--- config.mk ---
export PLATFORM = sky130hd
export DESIGN_NAME = pwm8_timer
export DESIGN_NICKNAME = d
export VERILOG_FILES = /design/src/rtl/pwm8_pkg.sv /design/src/rtl/pwm8_regs.sv /design/src/rtl/pwm8_counter.sv /design/src/rtl/pwm8_channel.sv /design/src/rtl/pwm8_timer.sv
export SDC_FILE = /design/constraint.sdc
export NUM_CORES = 1
export LEC_CHECK = 0
export CAP_MARGIN = 20
export CORE_MARGIN = 5
export CORE_UTILIZATION = 33
export DETAILED_ROUTE_END_ITERATION = 10
export PLACE_DENSITY = 0.53
export SLEW_MARGIN = 10
export SYNTH_ARGS = -nofsm -noshare
export SYNTH_HDL_FRONTEND = slang
export SYNTH_SLANG_ARGS = --single-unit
--- constraint.sdc ---
create_clock -name clk -period 2.6 [get_ports clk]
set_input_delay 0.52 -clock clk [delete_from_list [all_inputs] [get_ports clk]]
set_output_delay 0.52 -clock clk [all_outputs]
set_load 0.01 [all_outputs]
--- src/rtl/pwm8_pkg.sv ---
package pwm8_pkg;
  localparam int ADDR_W = 8;
  localparam int DATA_W = 32;
  localparam int PS_W   = 3;
  localparam int CTL_LSB = 2;
  localparam int CTL_W  = 4;               // channel control bits [5:2]
  localparam int MODE_BIT  = 5;
  localparam int LEVEL_BIT = 3;
  localparam int CH_STRIDE = 8;

  localparam logic [ADDR_W-1:0] OFS_CTRL    = 8'h00;
  localparam logic [ADDR_W-1:0] OFS_COUNT   = 8'h04;
  localparam logic [ADDR_W-1:0] OFS_MOD     = 8'h08;
  localparam int                OFS_CH_BASE = 'h0C;
  localparam logic [ADDR_W-1:0] OFS_START   = 8'h4C;
  localparam logic [ADDR_W-1:0] OFS_INIT    = 8'h5C;
  localparam logic [ADDR_W-1:0] OFS_MASK    = 8'h60;
  localparam logic [ADDR_W-1:0] OFS_POL     = 8'h70;

  typedef enum logic [1:0] {
    SRC_OFF = 2'd0,
    SRC_SYS = 2'd1,
    SRC_FIX = 2'd2,
    SRC_EXT = 2'd3
  } src_e;
endpackage

--- src/rtl/pwm8_regs.sv ---
module pwm8_regs
  import pwm8_pkg::*;
#(
  parameter int NCH = 8,
  parameter int CW  = 16
) (
  input  logic                          clk,
  input  logic                          rst_n,
  input  logic                          req_valid,
  output logic                          req_ready,
  input  logic                          req_write,
  input  logic [ADDR_W-1:0]             req_addr,
  input  logic [DATA_W-1:0]             req_wdata,
  output logic                          rsp_valid,
  input  logic                          rsp_ready,
  output logic [DATA_W-1:0]             rsp_rdata,
  input  logic [CW-1:0]                 cnt,
  output logic [PS_W-1:0]               ps,
  output src_e                          src,
  output logic [CW-1:0]                 mod_buf,
  output logic [CW-1:0]                 start_val,
  output logic [NCH-1:0]                init_bits,
  output logic [NCH-1:0]                mask_bits,
  output logic [NCH-1:0]                pol_bits,
  output logic [NCH-1:0][CTL_W-1:0]     ch_ctl,
  output logic [NCH-1:0][CW-1:0]        cv_buf,
  output logic                          cnt_wr
);
  localparam int IW = (NCH > 1) ? $clog2(NCH) : 1;
  localparam int CH_END = OFS_CH_BASE + CH_STRIDE * NCH;

  logic              accept, wr;
  logic              ch_hit, ch_is_cv;
  logic [ADDR_W-1:0] ch_off;
  logic [IW-1:0]     ch_sel;
  logic [DATA_W-1:0] rd_val;

  assign req_ready = !rsp_valid;
  assign accept    = req_valid && req_ready;
  assign wr        = accept && req_write;

  assign ch_off   = req_addr - ADDR_W'(OFS_CH_BASE);
  assign ch_sel   = ch_off[IW+2:3];
  assign ch_is_cv = ch_off[2];
  assign ch_hit   = (int'(req_addr) >= OFS_CH_BASE) && (int'(req_addr) < CH_END) &&
                    (req_addr[1:0] == 2'b00);
  assign cnt_wr   = wr && (req_addr == OFS_COUNT);

  always_comb begin
    rd_val = '0;
    case (req_addr)
      OFS_CTRL:  begin
        rd_val[PS_W-1:0] = ps;
        rd_val[4:3]      = src;
      end
      OFS_COUNT: rd_val[CW-1:0]  = cnt;
      OFS_MOD:   rd_val[CW-1:0]  = mod_buf;
      OFS_START: rd_val[CW-1:0]  = start_val;
      OFS_INIT:  rd_val[NCH-1:0] = init_bits;
      OFS_MASK:  rd_val[NCH-1:0] = mask_bits;
      OFS_POL:   rd_val[NCH-1:0] = pol_bits;
      default: begin
        if (ch_hit) begin
          if (ch_is_cv) rd_val[CW-1:0] = cv_buf[ch_sel];
          else          rd_val[CTL_LSB+CTL_W-1:CTL_LSB] = ch_ctl[ch_sel];
        end
      end
    endcase
  end

  always_ff @(posedge clk) begin
    if (!rst_n) begin
      ps        <= '0;
      src       <= SRC_OFF;
      mod_buf   <= '0;
      start_val <= '0;
      init_bits <= '0;
      mask_bits <= '1;
      pol_bits  <= '0;
      ch_ctl    <= '0;
      cv_buf    <= '0;
    end else if (wr) begin
      case (req_addr)
        OFS_CTRL: begin
          ps  <= req_wdata[PS_W-1:0];
          src <= src_e'(req_wdata[4:3]);
        end
        OFS_MOD:   mod_buf   <= req_wdata[CW-1:0];
        OFS_START: start_val <= req_wdata[CW-1:0];
        OFS_INIT:  init_bits <= req_wdata[NCH-1:0];
        OFS_MASK:  mask_bits <= req_wdata[NCH-1:0];
        OFS_POL:   pol_bits  <= req_wdata[NCH-1:0];
        default: begin
          for (int n = 0; n < NCH; n++) begin
            if (ch_hit && (ch_sel == IW'(n))) begin
              if (ch_is_cv) cv_buf[n] <= req_wdata[CW-1:0];
              else          ch_ctl[n] <= req_wdata[CTL_LSB+CTL_W-1:CTL_LSB];
            end
          end
        end
      endcase
    end
  end

  always_ff @(posedge clk) begin
    if (!rst_n) begin
      rsp_valid <= 1'b0;
      rsp_rdata <= '0;
    end else if (accept) begin
      rsp_valid <= 1'b1;
      rsp_rdata <= req_write ? '0 : rd_val;
    end else if (rsp_ready) begin
      rsp_valid <= 1'b0;
    end
  end
endmodule

--- src/rtl/pwm8_counter.sv ---
module pwm8_counter
  import pwm8_pkg::*;
#(
  parameter int NCH = 8,
  parameter int CW  = 16
) (
  input  logic                   clk,
  input  logic                   rst_n,
  input  logic [PS_W-1:0]        ps,
  input  src_e                   src,
  input  logic                   tick_fix,
  input  logic                   tick_ext,
  input  logic                   cnt_wr,
  input  logic [CW-1:0]          mod_buf,
  input  logic [CW-1:0]          start_val,
  input  logic [NCH-1:0][CW-1:0] cv_buf,
  output logic [CW-1:0]          cnt,
  output logic [CW-1:0]          mod_act,
  output logic [NCH-1:0][CW-1:0] cv_act,
  output logic                   advance,
  output logic                   reload
);
  localparam int PRE_W = (1 << PS_W) - 1;

  logic             src_tick, pre_last;
  logic [PRE_W-1:0] pre_cnt, pre_lim;

  always_comb begin
    case (src)
      SRC_SYS: src_tick = 1'b1;
      SRC_FIX: src_tick = tick_fix;
      SRC_EXT: src_tick = tick_ext;
      default: src_tick = 1'b0;
    endcase
  end

  assign pre_lim  = (PRE_W'(1) << ps) - PRE_W'(1);
  assign pre_last = (pre_cnt >= pre_lim);
  assign advance  = src_tick && pre_last;
  assign reload   = cnt_wr || (advance && (cnt >= mod_act));

  always_ff @(posedge clk) begin
    if (!rst_n)        pre_cnt <= '0;
    else if (cnt_wr)   pre_cnt <= '0;
    else if (src_tick) pre_cnt <= pre_last ? '0 : pre_cnt + PRE_W'(1);
  end

  always_ff @(posedge clk) begin
    if (!rst_n) begin
      cnt     <= '0;
      mod_act <= '0;
      cv_act  <= '0;
    end else begin
      if (reload)       cnt <= start_val;
      else if (advance) cnt <= cnt + CW'(1);
      if (reload) begin
        mod_act <= mod_buf;
        cv_act  <= cv_buf;
      end
    end
  end
endmodule

--- src/rtl/pwm8_channel.sv ---
module pwm8_channel
  import pwm8_pkg::*;
#(
  parameter int CW = 16
) (
  input  logic [CW-1:0]    cnt,
  input  logic [CW-1:0]    cv,
  input  logic [CTL_W-1:0] ctl,
  input  logic             mask_b,
  input  logic             init_b,
  input  logic             pol_b,
  output logic             out
);
  logic edge_hi, raw, pre_pol;

  assign edge_hi = ctl[MODE_BIT-CTL_LSB] && ctl[LEVEL_BIT-CTL_LSB];
  assign raw     = edge_hi && (cnt < cv);
  assign pre_pol = mask_b ? init_b : raw;
  assign out     = pre_pol ^ pol_b;
endmodule

--- src/rtl/pwm8_timer.sv ---
module pwm8_timer
  import pwm8_pkg::*;
#(
  parameter int NCH = 8,
  parameter int CW  = 16
) (
  input  logic              clk,
  input  logic              rst_n,
  input  logic              req_valid,
  output logic              req_ready,
  input  logic              req_write,
  input  logic [7:0]        req_addr,
  input  logic [31:0]       req_wdata,
  output logic              rsp_valid,
  input  logic              rsp_ready,
  output logic [31:0]       rsp_rdata,
  input  logic              tick_fix,
  input  logic              tick_ext,
  output logic [NCH-1:0]    pwm_out
);
  logic [PS_W-1:0]          ps;
  src_e                     src;
  logic [CW-1:0]            mod_buf, start_val, cnt, mod_act;
  logic [NCH-1:0]           init_bits, mask_bits, pol_bits;
  logic [NCH-1:0][CTL_W-1:0] ch_ctl;
  logic [NCH-1:0][CW-1:0]   cv_buf, cv_act;
  logic                     cnt_wr, advance, reload;

  pwm8_regs #(.NCH(NCH), .CW(CW)) u_regs (
    .clk(clk), .rst_n(rst_n),
    .req_valid(req_valid), .req_ready(req_ready), .req_write(req_write),
    .req_addr(req_addr), .req_wdata(req_wdata),
    .rsp_valid(rsp_valid), .rsp_ready(rsp_ready), .rsp_rdata(rsp_rdata),
    .cnt(cnt), .ps(ps), .src(src), .mod_buf(mod_buf), .start_val(start_val),
    .init_bits(init_bits), .mask_bits(mask_bits), .pol_bits(pol_bits),
    .ch_ctl(ch_ctl), .cv_buf(cv_buf), .cnt_wr(cnt_wr)
  );

  pwm8_counter #(.NCH(NCH), .CW(CW)) u_counter (
    .clk(clk), .rst_n(rst_n), .ps(ps), .src(src),
    .tick_fix(tick_fix), .tick_ext(tick_ext), .cnt_wr(cnt_wr),
    .mod_buf(mod_buf), .start_val(start_val), .cv_buf(cv_buf),
    .cnt(cnt), .mod_act(mod_act), .cv_act(cv_act),
    .advance(advance), .reload(reload)
  );

  for (genvar g = 0; g < NCH; g++) begin : g_ch
    pwm8_channel #(.CW(CW)) u_ch (
      .cnt(cnt), .cv(cv_act[g]), .ctl(ch_ctl[g]),
      .mask_b(mask_bits[g]), .init_b(init_bits[g]), .pol_b(pol_bits[g]),
      .out(pwm_out[g])
    );
  end
endmodule

==> out/qor.yml <==
numCtsBuffers: 48
cts_tree: "done"
fin_crit_ns: 3.35
final_max_slew_viol_count: 0
firstDrtPassIters: 7
critPathTopFamily: "compound AO/OA/AOI/OAI gates"
fp.dieArea_um2: 71100
grt_use_total_pct: 21.4
worst_pin_slew_ns: 0.793
cts.path.max_buffers: 3
slowest_stage: "nor4_4"
path_cells: "buf_12, ha_1, nand4_1, a21oi_1, o21ai_2, o2111a_1, nor4_4, buf_4, buf_6"
fin_nets: 2914
netlist_area_um2: 21800
seq_area_frac_synth_pct: 37.3
ios: 89
die_w_um: 267
synth_flop_cell: "dfxtp_1"
synth_edf_count: 0
cpPeakStageDelay_ns: 0.35
synth_cells: 2371
grt_pass1_vias: 19100
syn_area_per_cell_um2: 9.17
postLayoutSetupSlackWorst_ns: -0.750
pwr_density_cell_nw_per_um2: 466
synth.distinct_cells: 75
critPathLaunchType: "register"
post-dp-hpwl_um: 56800
rsz0062_at_grt: "true"
vias: 19100
rows: 94
fp.dieH_um: 267
via_per_inst: 5.30
relSlewSlack_pct: 47.0
arrival_ns: 2.83
fin_total_pwr_uw: 13600
power_leakage_uw: 0.0110
setup_viol: 72
cts_root_buf: "clkbuf_16"
min_path_type: "input port to register"
start_util_pct: 33.2
clk_pin_slew_ns: 0.06
critPathRequiredTime_ns: 2.08
async_reset_ff_share_pct: 0
crit_path_end_kind: "output pin"
port-buffer-count: 56
drive_gt1_share_pct: 25.5
cts.sinks: 405
period_share_pct: 129
routed_wl_um: 78800
clock_latency_ns: 0.59
coreArea_um2: 65500
grt_max_degree: 121
place_congestion: 0.927
area_growth_pct: 33.8
ant_nets: 0
drc_errors: 0
wl_per_cell_um: 21.8
htreeDepth: 2
grt_pass1_wl_um: 118000
max_freq_mhz: 299
hold_violations: 0
first_iter_violations: 1693
grt_overflow: 0
cp_max_fo: 9
utilization_pct: 44.4
ys.warnings.count: 0
critPathBufInv: 3
critPathKind: "register to output pin"
synth-seq-cells: 405
antenna_found_initial: 3
maxCapViolations: 0
status: "finished, violations left"
worst_clock_skew_ns: 0.0207
whs_ns: 0.280
peakVddDrop_uv: 394
violations: "negative setup slack"
-- per-stage QoR --
stage / cells / cell area [µm²] / setup slack, ns / TNS [ns]
after global routing: 3615 / 29100 / -0.820 / -20.54
after detailed placement: 3490 / 25800 / -0.956 / -182.77
after floorplan: 2386 / 21800 / 0.000543 / 0
after global placement: 3490 / 25800 / -0.966 / -160.96
after CTS: 3613 / 28900 / -0.745 / -52.04
final: 3615 / 29100 / -0.750 / -9.44
-- cells in the mapped netlist (all sizes together), types with 34 or more instances --
master / instances / share of area, %
nand2: 447 / 7.7
dfxtp: 405 / 37
mux2i: 332 / 15
inv: 170 / 2.9
ha: 149 / 8.6
nor2: 85 / 1.6
o21ai: 85 / 2.0
clkbuf: 81 / 1.4
buf: 77 / 2.7
nand3: 73 / 1.8
a21oi: 60 / 1.4
a21o: 47 / 1.6
mux4: 40 / 4.1
nand4: 34 / 0.98
-- flip-flops by register name (all words and copies together), names as in the netlist, 8 cells and up --
register	flops
u_counter.cnt	16
u_counter.cv_act	128
u_counter.mod_act	16
u_regs.ch_ctl	32
u_regs.cv_buf	128
u_regs.init_bits	8
u_regs.mask_bits	8
u_regs.mod_buf	16
u_regs.pol_bits	8
u_regs.rsp_rdata	16
u_regs.start_val	16
-- power by group --
group	internal [µW]	switching, µW
Combinational	316	517
Clock	3760	2750
Sequential	6200	3.56
Total	10300	3270
-- logic make-up after synthesis --
| logic type | after synthesis | share of synthesized area, % |
|---|---|---|
| and+or+nand+nor | 768 | 16.2 |
| DFF | 405 | 37.3 |
| muxes | 386 | 20.1 |
| buffers and inverters | 328 | 6.98 |
| AOI/OAI and AO/OA | 324 | 10.3 |
| adders and majority gates | 149 | 8.57 |
| xor gates and xnor gates | 10 | 0.524 |
| other | 1 | 0.0172 |
-- placed cells by master (no fill, tap or decap), types with 30 or more instances in the layout --
cell type	synthesis	layout
mux4_2	40	40
nor2_1	80	78
buf_6	18	30
ha_4	0	38
ha_1	149	111
mux2i_1	332	323
clkbuf_16	0	51
nand3_1	69	68
o21ai_0	82	51
dfxtp_1	405	388
nand2_1	447	446
a21o_1	47	47
buf_4	34	288
a21oi_1	59	41
clkdlybuf4s50_1	0	45
buf_12	0	56
inv_1	169	168
nand4_1	34	34
-- what timing repair did --
item / CTS / global route
gates cloned: 15 / 3
gates resized for setup: 262 / 86
pin swaps: 70 / 62
setup buffers: 37 / 18
hold buffers: 0 / 0
setup endpoints to repair: 264 / 168
-- path summary, 6_finish.rpt --
check | slack, ns | from | cells past startpoint | end
worst max-delay path | -0.75 | u_counter.cnt[8] | 9 | pwm_out[7]
worst min-delay path | 0.28 | rst_n | 2 | u_regs.mask_bits[7]
worst max register to register | -0.15 | u_counter.cnt[13] | 15 | u_counter.cv_act[32]
worst min register to register | 0.45 | u_counter.cv_act[54] | 2 | u_counter.cv_act[54]
-- layout make-up --
class	count	area (µm²)
Fill cell	6154	36400
Multi-Input combinational cell	1653	13300
Sequential cell	405	8150
Timing Repair Buffer	440	4460
Clock buffer	65	1330
Tap cell	864	1080
Inverter	170	638
Clock inverter	17	164
Antenna cell	1	2.50
-- worst register-to-register path: cells and delay by family (launching register included) --
family          cells  cell delay, ns
mux                 1            0.19
compound gates      1            0.17
simple gates        3            0.37
buf+inv             9            1.31
fa+ha+maj           1            0.26
flops               1            0.40
-- routing by layer --
metal / vias to the layer above / wire, µm / GRT usage (%)
li1: 8997 / - / -
met1: 9408 / 35400 / 29.4
met2: 622 / 36600 / 35.4
met3: 116 / 4910 / 3.40
met4: 0 / 1880 / 5.62
met5: - / 0 / 0
(Power assumes the default switching activity.)
